## src/rtl/sdf_r2_pkg.sv

```systemverilog
package sdf_r2_pkg;
  // Rotation applied to the delayed operand before the add/subtract.
  typedef enum logic [1:0] {
    ROT_NONE  = 2'd0,
    ROT_NEG_J = 2'd1,
    ROT_POS_J = 2'd2
  } rot_sel_e;
endpackage

```

## src/rtl/sdf_r2_ctrl.sv

```systemverilog
module sdf_r2_ctrl
  import sdf_r2_pkg::*;
#(
  parameter int ND     = 4,
  parameter bit ROTATE = 1'b0,
  parameter int LOG_ND = 2,
  parameter int QL     = 2,
  parameter int CW     = 3
) (
  input  logic          clk,
  input  logic          rst_n,
  input  logic          load,
  input  logic          inverse,
  output logic [CW-1:0] cnt,
  output logic          fill,
  output logic          sb,
  output rot_sel_e      rot_sel,
  output logic          primed
);
  logic [CW-1:0] cnt_q;
  logic          primed_q;

  // Frame counter: wraps naturally at 2^CW, which is the frame length.
  always_ff @(posedge clk or negedge rst_n) begin
    if (!rst_n) begin
      cnt_q    <= '0;
      primed_q <= 1'b0;
    end else if (load) begin
      cnt_q <= cnt_q + 1'b1;
      if (cnt_q == CW'(ND - 1)) primed_q <= 1'b1;
    end
  end

  assign cnt    = cnt_q;
  assign primed = primed_q;
  assign fill   = ~cnt_q[LOG_ND];

  generate
    if (ROTATE) begin : g_rot
      assign sb = (cnt_q[QL+1:QL] == 2'b11);
    end else begin : g_plain
      assign sb = 1'b0;
    end
  endgenerate

  always_comb begin
    if (sb) rot_sel = inverse ? ROT_POS_J : ROT_NEG_J;
    else    rot_sel = ROT_NONE;
  end
endmodule

```

## src/rtl/sdf_r2_rotate.sv

```systemverilog
module sdf_r2_rotate
  import sdf_r2_pkg::*;
#(
  parameter int DW = 16
) (
  input  logic signed [DW-1:0] x_re,
  input  logic signed [DW-1:0] x_im,
  input  rot_sel_e             sel,
  output logic signed [DW:0]   y_re,
  output logic signed [DW:0]   y_im
);
  // One extra bit so that negating the most negative value stays exact.
  logic signed [DW:0] re_w, im_w;
  assign re_w = {x_re[DW-1], x_re};
  assign im_w = {x_im[DW-1], x_im};

  always_comb begin
    unique case (sel)
      ROT_NEG_J: begin y_re = im_w;  y_im = -re_w; end
      ROT_POS_J: begin y_re = -im_w; y_im = re_w;  end
      default:   begin y_re = re_w;  y_im = im_w;  end
    endcase
  end
endmodule

```

## src/rtl/sdf_r2_bfly.sv

```systemverilog
module sdf_r2_bfly #(
  parameter int DW = 16
) (
  input  logic signed [DW:0]   a,
  input  logic signed [DW-1:0] b,
  output logic signed [DW-1:0] sum_h,
  output logic signed [DW-1:0] dif_h
);
  localparam int SW = DW + 2;
  logic signed [SW-1:0] a_x, b_x, s_full, d_full;

  assign a_x    = {a[DW], a};
  assign b_x    = {{2{b[DW-1]}}, b};
  assign s_full = a_x + b_x;
  assign d_full = a_x - b_x;
  // Arithmetic shift right by one, then keep the low DW bits.
  assign sum_h  = s_full[DW:1];
  assign dif_h  = d_full[DW:1];
endmodule

```

## src/rtl/sdf_r2_stage.sv

```systemverilog
module sdf_r2_stage
  import sdf_r2_pkg::*;
#(
  parameter int DW     = 16,
  parameter int ND     = 4,
  parameter bit ROTATE = 1'b1
) (
  input  logic          clk,
  input  logic          rst_n,
  input  logic          load,
  input  logic          inverse,
  input  logic [DW-1:0] in_re,
  input  logic [DW-1:0] in_im,
  input  logic [DW-1:0] dly_rd_re,
  input  logic [DW-1:0] dly_rd_im,
  output logic [DW-1:0] dly_wr_re,
  output logic [DW-1:0] dly_wr_im,
  output logic          dly_push,
  output logic [DW-1:0] out_re,
  output logic [DW-1:0] out_im,
  output logic          ack
);
  localparam int LOG_ND = $clog2(ND);
  localparam int QL     = 2 * (LOG_ND / 2);
  localparam int CW_P   = LOG_ND + 1;
  localparam int CW_R   = (CW_P > QL + 2) ? CW_P : QL + 2;
  localparam int CW     = ROTATE ? CW_R : CW_P;

  logic [CW-1:0] cnt;
  logic          fill, sb, primed;
  rot_sel_e      rot_sel;

  sdf_r2_ctrl #(
    .ND(ND), .ROTATE(ROTATE), .LOG_ND(LOG_ND), .QL(QL), .CW(CW)
  ) u_ctrl (
    .clk(clk), .rst_n(rst_n), .load(load), .inverse(inverse),
    .cnt(cnt), .fill(fill), .sb(sb), .rot_sel(rot_sel), .primed(primed)
  );

  logic signed [1:0][DW:0]   a_op;
  logic signed [1:0][DW-1:0] b_op, s_op, d_op;

  sdf_r2_rotate #(.DW(DW)) u_rot (
    .x_re(dly_rd_re), .x_im(dly_rd_im), .sel(rot_sel),
    .y_re(a_op[0]), .y_im(a_op[1])
  );

  assign b_op[0] = in_re;
  assign b_op[1] = in_im;

  generate
    for (genvar k = 0; k < 2; k++) begin : g_lane
      sdf_r2_bfly #(.DW(DW)) u_bfly (
        .a(a_op[k]), .b(b_op[k]), .sum_h(s_op[k]), .dif_h(d_op[k])
      );
    end
  endgenerate

  assign dly_push  = load;
  assign dly_wr_re = fill ? in_re     : d_op[0];
  assign dly_wr_im = fill ? in_im     : d_op[1];
  assign out_re    = fill ? dly_rd_re : s_op[0];
  assign out_im    = fill ? dly_rd_im : s_op[1];
  assign ack       = load & primed;
endmodule

```

## config.mk

```make
export PLATFORM = sky130hd
export DESIGN_NAME = sdf_r2_stage
export DESIGN_NICKNAME = d
export VERILOG_FILES = /design/src/rtl/sdf_r2_pkg.sv /design/src/rtl/sdf_r2_ctrl.sv /design/src/rtl/sdf_r2_rotate.sv /design/src/rtl/sdf_r2_bfly.sv /design/src/rtl/sdf_r2_stage.sv
export SDC_FILE = /design/constraint.sdc
export NUM_CORES = 1
export LEC_CHECK = 0
export ABC_CLOCK_PERIOD_IN_PS = 8160
export CORE_MARGIN = 2
export CORE_UTILIZATION = 49
export DETAILED_ROUTE_END_ITERATION = 6
export DONT_BUFFER_PORTS = 1
export GPL_ROUTABILITY_DRIVEN = 0
export PLACE_DENSITY = 0.67
export SYNTH_ARGS = -nofsm -noshare
export SYNTH_HDL_FRONTEND = slang
export SYNTH_HIERARCHICAL = 1
export SYNTH_SLANG_ARGS = --single-unit
```

## constraint.sdc

```tcl
create_clock -name clk -period 8.16 [get_ports clk]
set_clock_uncertainty 0.15 [all_clocks]
set_input_delay 1.632 -clock clk [delete_from_list [all_inputs] [get_ports clk]]
set_output_delay 1.632 -clock clk [all_outputs]
set_load 0.01 [all_outputs]
```

== After elaboration in Yosys (flattened, before gate mapping) ==
Cells that the tools add are included.

* Register bits after elaboration: 5
* Input port bits: 68
* Output and inout port bits: 66
* Logic and storage cells: 23

* Add/sub/neg operators: 7
* Equality and inequality tests: 4
* Multiplexer cells: 8
* Bitwise gates (word level): 1
* Reduce and logical (&&, ||, !) cells: 1

{| class="wikitable"
|+ Operators by type and width
! operator !! count
|-
| $pmux 17 s2 || 2
|-
| $mux 16 || 4
|-
| $add 17x16->17 || 2
|-
| $neg 16->17 || 2
|-
| $sub 17x16->17 || 2
|-
| $add 4x1->4 const B || 1
|-
| $eq 2x2->1 const B || 2
|-
| $eq 4x2->1 const B || 1
|-
| $mux 2 || 2
|-
| $eq 2x1->1 const B || 1
|-
| $reduce_and 2->1 || 1
|-
| $and 1x1->1 || 1
|}

== Logic depth before layout (Yosys ltp) ==
* Depth after elaboration: 6
* Mapped depth: 20

== Cells and area by module ==
Netlist, hierarchy kept.

{| class="wikitable"
|+ Modules (own cells, without submodules)
! module !! times used !! cells an instance !! area an instance (µm²) !! seq. area each (µm²)
|-
| sdf_r2_bfly at g_lane[0].u_bfly || 1 || 237 || 1674.1 || 0.0
|-
| sdf_r2_bfly at g_lane[1].u_bfly || 1 || 237 || 1669.1 || 0.0
|-
| sdf_r2_rotate || 1 || 208 || 1194.9 || 0.0
|-
| sdf_r2_stage || 1 || 73 || 1091.0 || 0.0
|-
| sdf_r2_ctrl || 1 || 18 || 222.7 || 125.1
|}

== Worst setup path before layout ==
Ideal clock, no wire load.

* Kind: input to output
* From: input port inverse
* To: output port out_re[13]
* Data arrival time: 5.138 ns
* Required time: 6.378 ns
* Path slack: 1.240 ns
* Cell stages on the path: 16
* Cells stage by stage: and2b_1 inv_1 ha_1 clkbuf_1 clkinv_1 nand2_1 clkbuf_1 o31ai_1 a221o_1 ha_1 clkbuf_1 o31a_1 o21ai_0 a21o_1 a311o_1 mux2_4

{| class="wikitable"
|+ RTL lines
! element !! line !! source
|-
| start: declaration || sdf_r2_stage.sv:11 || <nowiki>input logic inverse,</nowiki>
|-
| end: declaration || sdf_r2_stage.sv:19 || <nowiki>output logic [DW-1:0] out_re,</nowiki>
|}

==> key figures <==
Floorplan
  – Die Width: roughly 110 um
  – Std-Cell Rows: 39
  – Floorplan die area: about 13,000 um^2
  – I/O pins: ~130
  – Initial core utilization: 0.508
  – DIE HEIGHT: ~110 um
  – Area inside the core boundary: between 10,000 and 15,000 um^2

Timing
  – Pins Over Slew Limit: 0
  – Total count of hold-check failures in the final report: 0
  – Max-slew headroom: 0.357
  – Post-route worst setup slack: roughly 600 ps
  – Post-layout minimum cycle time: around 7600 ps
  – Final setup viols: 0
  – Worst Max-Slew Pin Slew: between 900 and 1000 ps
  – Fmax: 132 MHz
  – Post-route fraction of the period consumed by the critical path: 0.926
  – Setup TNS: 0 ps
  – Unrepaired setup endpoints after global routing: false

CTS
  – Maximum level of the CTS H-tree: 1
  – Post-cts resize count: 0
  – Clock-pin slew of the registers on the worst-case setup and hold paths: around 30 ps
  – Number of clock sinks seen by CTS: 5
  – Post-CTS Setup Bufs: 0
  – Maximum buffer depth of the clock tree: 2
  – CTS hold repair buffers: 0
  – Number of buffers inserted during clock tree synthesis: 3
  – Clock latency on the worst-skew pair: 230 ps
  – CTS tree: yes
  – Root Buffer Master: sky130_fd_sc_hd__clkbuf_16

Finish
  – ANT cells: 0
  – Layout overhead on the synthesized area: -1.00%
  – Final design area excluding fillers: 5790 um^2
  – Total Nets Final: 867
  – Final non-filler cell total: roughly 870
  – Multi-input combinational cell area: 5110 um^2
  – Number of filler instances in the final layout: between 1,000 and 1,500
  – Storage element area: about 130 um^2
  – Layout cells sized above 1: 0.128

Hold path
  – Worst min-delay path startpoint: u_ctrl/primed$_DFFE_PN0P_
  – Worst Hold Depth: 2
  – Worst Hold Class: register to register

Placed design
  – I/O Buffers: 0
  – Cell total after placement: approximately 870
  – Placed standard-cell area: about 5700 um^2
  – Post-detailed-placement half-perimeter wirelength: between 10 and 15 mm
  – Worst setup timing slack at the placement stage: approximately 700 ps

Detailed routing
  – Wire length per cell after detailed routing: between 15 and 20 um
  – Sum of routed wire length over all layers: 16.1 mm
  – Antenna-violating nets left: 0
  – Post-route DRC: 0
  – Count of vias placed by the detailed router: about 5,500
  – Number of design-rule violations left by the first detailed-router iteration: about 470
  – Mean number of vias per cell: around 6.3
  – First-pass iteration count of the detailed router: 5

Global routing
  – First-pass GRT wire length: around 26 mm
  – Vias in the first global route: around 5,300
  – Global-route usage over all layers: 0.242
  – Total global routing overflow: 0
  – Antenna violations before repair: 0
  – Maximum number of pins on one net before global-route repair: 41

Synthesis
  – Net count after synthesis: between 900 and 1,000
  – Post-synthesis instance area: approximately 5900 um^2
  – Yosys warnings: 6
  – Top cell type by total area after synthesis: sky130_fd_sc_hd__mux2_4
  – Number of flops mapped to enable cells by yosys: 0
  – Top FF cell, synth: sky130_fd_sc_hd__dfrtp_1
  – Ys async rst share: 1.00
  – Synth cell count leaders: 72 x sky130_fd_sc_hd__inv_1, 65 x sky130_fd_sc_hd__ha_1, 60 x sky130_fd_sc_hd__mux2_4, 58 x sky130_fd_sc_hd__a21oi_1, 57 x sky130_fd_sc_hd__nor2_1
  – Unique cell type count in the Yosys netlist: 74
  – Sequential share of the synthesized area: 0.0214
  – Post-Syn Instances: about 770
  – Mean Syn Cell Area: 7.57 um^2
  – Flops & latches, synth: 5
  – Top cells by area, synth: sky130_fd_sc_hd__mux2_4 15%, sky130_fd_sc_hd__ha_1 14%, sky130_fd_sc_hd__xnor2_1 7.3%, sky130_fd_sc_hd__a21oi_1 5.0%, sky130_fd_sc_hd__inv_1 4.6%
  – Cell with the most instances after synthesis: sky130_fd_sc_hd__inv_1
  – Top-area cell type share of the netlist area: 0.154

Setup path
  – Startpoint kind of the worst setup timing path: input pin
  – Required time reported for the critical path endpoint: between 6000 and 7000 ps
  – Startpoint of the most critical register-to-register path: u_ctrl/cnt[0]$_DFFE_PN0P_
  – Setup crit start: inverse
  – Kind of critical path: input pin to output pin
  – R2R depth: 2
  – Worst path arrival time: between 5000 and 6000 ps
  – Crit Path Max Fanout: 28
  – Crit. End Element: output pin

Power
  – Leakage power: 2.60 nW
  – Worst VDD drop: ~0.00016 V
  – Overall power of the completed layout: a little over 2 mW
  – Pwr per Cell Area: roughly 350 nW/um^2

Status
  – Outcome: finished clean

Flow run
  – Count of maximum capacitance violations: 0
==> cells by family after synthesis <==
| family | synth area share |
|---|---|
| AO/OA/AOI/OAI | 0.257 |
| XOR/XNOR | 0.100 |
| adder cells (fa/ha/maj) | 0.153 |
| buffers and inverters | 0.105 |
| flip-flops | 0.0214 |
| multiplexers | 0.164 |
| AND/OR/NAND/NOR | 0.200 |
==> path summary, 6_finish.rpt <==
| path | endpoint | slack, ps |
|---|---|---|
| max reg2reg | u_ctrl/cnt[1]$_DFFE_PN0P_ | 6890 |
| min in group asynchronous | u_ctrl/cnt[3]$_DFFE_PN0P_ | 950 |
| max | dly_wr_im[13] | 600 |
| min reg2reg | u_ctrl/primed$_DFFE_PN0P_ | 310 |
| min | u_ctrl/primed$_DFFE_PN0P_ | 310 |
| max in group asynchronous | u_ctrl/cnt[1]$_DFFE_PN0P_ | 6840 |
==> stage by stage <==
stage / hold slack, ps / utilization
after global placement: 289 / 0.496
after global routing: 339 / 0.503
final: 311 / 0.503
after CTS: 310 / 0.503
after floorplan: 278 / -
after detailed placement: 301 / 0.496
==> cells in the final DEF (no fill, tap or decap), types with 4 or more instances in the layout <==
cell type | Yosys | routed
sky130_fd_sc_hd__a211oi_1 | 9 | 9
sky130_fd_sc_hd__o21ai_0 | 43 | 43
sky130_fd_sc_hd__and2_1 | 11 | 11
sky130_fd_sc_hd__or4_1 | 4 | 4
sky130_fd_sc_hd__o21a_1 | 7 | 7
sky130_fd_sc_hd__a31o_2 | 4 | 4
sky130_fd_sc_hd__a22oi_1 | 5 | 5
sky130_fd_sc_hd__nor4_1 | 7 | 7
sky130_fd_sc_hd__o21bai_1 | 5 | 5
sky130_fd_sc_hd__nand2_1 | 44 | 44
sky130_fd_sc_hd__a21oi_1 | 58 | 58
sky130_fd_sc_hd__mux2_4 | 60 | 60
sky130_fd_sc_hd__nor4b_1 | 4 | 4
sky130_fd_sc_hd__ha_1 | 65 | 65
sky130_fd_sc_hd__mux2_2 | 4 | 4
sky130_fd_sc_hd__o221ai_1 | 10 | 10
sky130_fd_sc_hd__xor2_1 | 18 | 18
sky130_fd_sc_hd__nor2b_1 | 10 | 10
sky130_fd_sc_hd__nor3b_1 | 5 | 5
sky130_fd_sc_hd__a21o_1 | 13 | 13
sky130_fd_sc_hd__fa_1 | 4 | 4
sky130_fd_sc_hd__nor3_1 | 26 | 26
sky130_fd_sc_hd__a211o_1 | 7 | 7
sky130_fd_sc_hd__nand2b_1 | 8 | 8
sky130_fd_sc_hd__a31oi_1 | 12 | 12
sky130_fd_sc_hd__o311ai_0 | 4 | 4
sky130_fd_sc_hd__nand3_1 | 14 | 14
sky130_fd_sc_hd__xnor2_1 | 49 | 49
sky130_fd_sc_hd__o41ai_1 | 4 | 4
sky130_fd_sc_hd__and3_1 | 4 | 4
sky130_fd_sc_hd__nor2_1 | 57 | 57
sky130_fd_sc_hd__or3_1 | 7 | 7
sky130_fd_sc_hd__inv_1 | 72 | 71
sky130_fd_sc_hd__o31ai_1 | 9 | 9
sky130_fd_sc_hd__dfrtp_1 | 5 | 5
==> area by class of cell <==
| class | instances | share of cell area |
|---|---|---|
| Tap cell | 143 | 0.0309 |
| Sequential cell | 5 | 0.0216 |
| Clock buffer | 4 | 0.0136 |
| Multi-Input combinational cell | 644 | 0.883 |
| Timing Repair Buffer | 3 | 0.00389 |
| Inverter | 73 | 0.0475 |
==> worst max-delay path: stages <==
cell and delay [ps]:
sky130_fd_sc_hd__and3_1 180, sky130_fd_sc_hd__inv_1 60, sky130_fd_sc_hd__ha_1 780, sky130_fd_sc_hd__a221oi_1 180, sky130_fd_sc_hd__a21oi_1 460, sky130_fd_sc_hd__inv_1 140, sky130_fd_sc_hd__fa_1 480, sky130_fd_sc_hd__nor2b_1 220
sky130_fd_sc_hd__o221ai_1 220, sky130_fd_sc_hd__a311oi_1 620, sky130_fd_sc_hd__a31oi_1 220, sky130_fd_sc_hd__a21oi_1 210, sky130_fd_sc_hd__xor2_1 80, sky130_fd_sc_hd__mux2_4 300
==> flip-flops by register name, summed over array words and instances, names as in the netlist <==
register       count
u_ctrl/primed      1
u_ctrl/cnt         4
==> routing by layer <==
metal	GRT usage	routed length, um	vias up
li1	-	-	2698
met2	0.418	7520	250
met1	0.319	6930	2543
met4	0.0463	299	0
met5	0	0	-
met3	0.0386	1380	26
==> power by group <==
group	internal, mW	switching [mW]	leakage (nW)
Clock	0.0648	0.0166	0.0382
Combinational	0.855	1.05	2.50
Sequential	0.0356	0.0121	0.0557
Total	0.956	1.08	2.60
(Power assumes the default switching activity.)
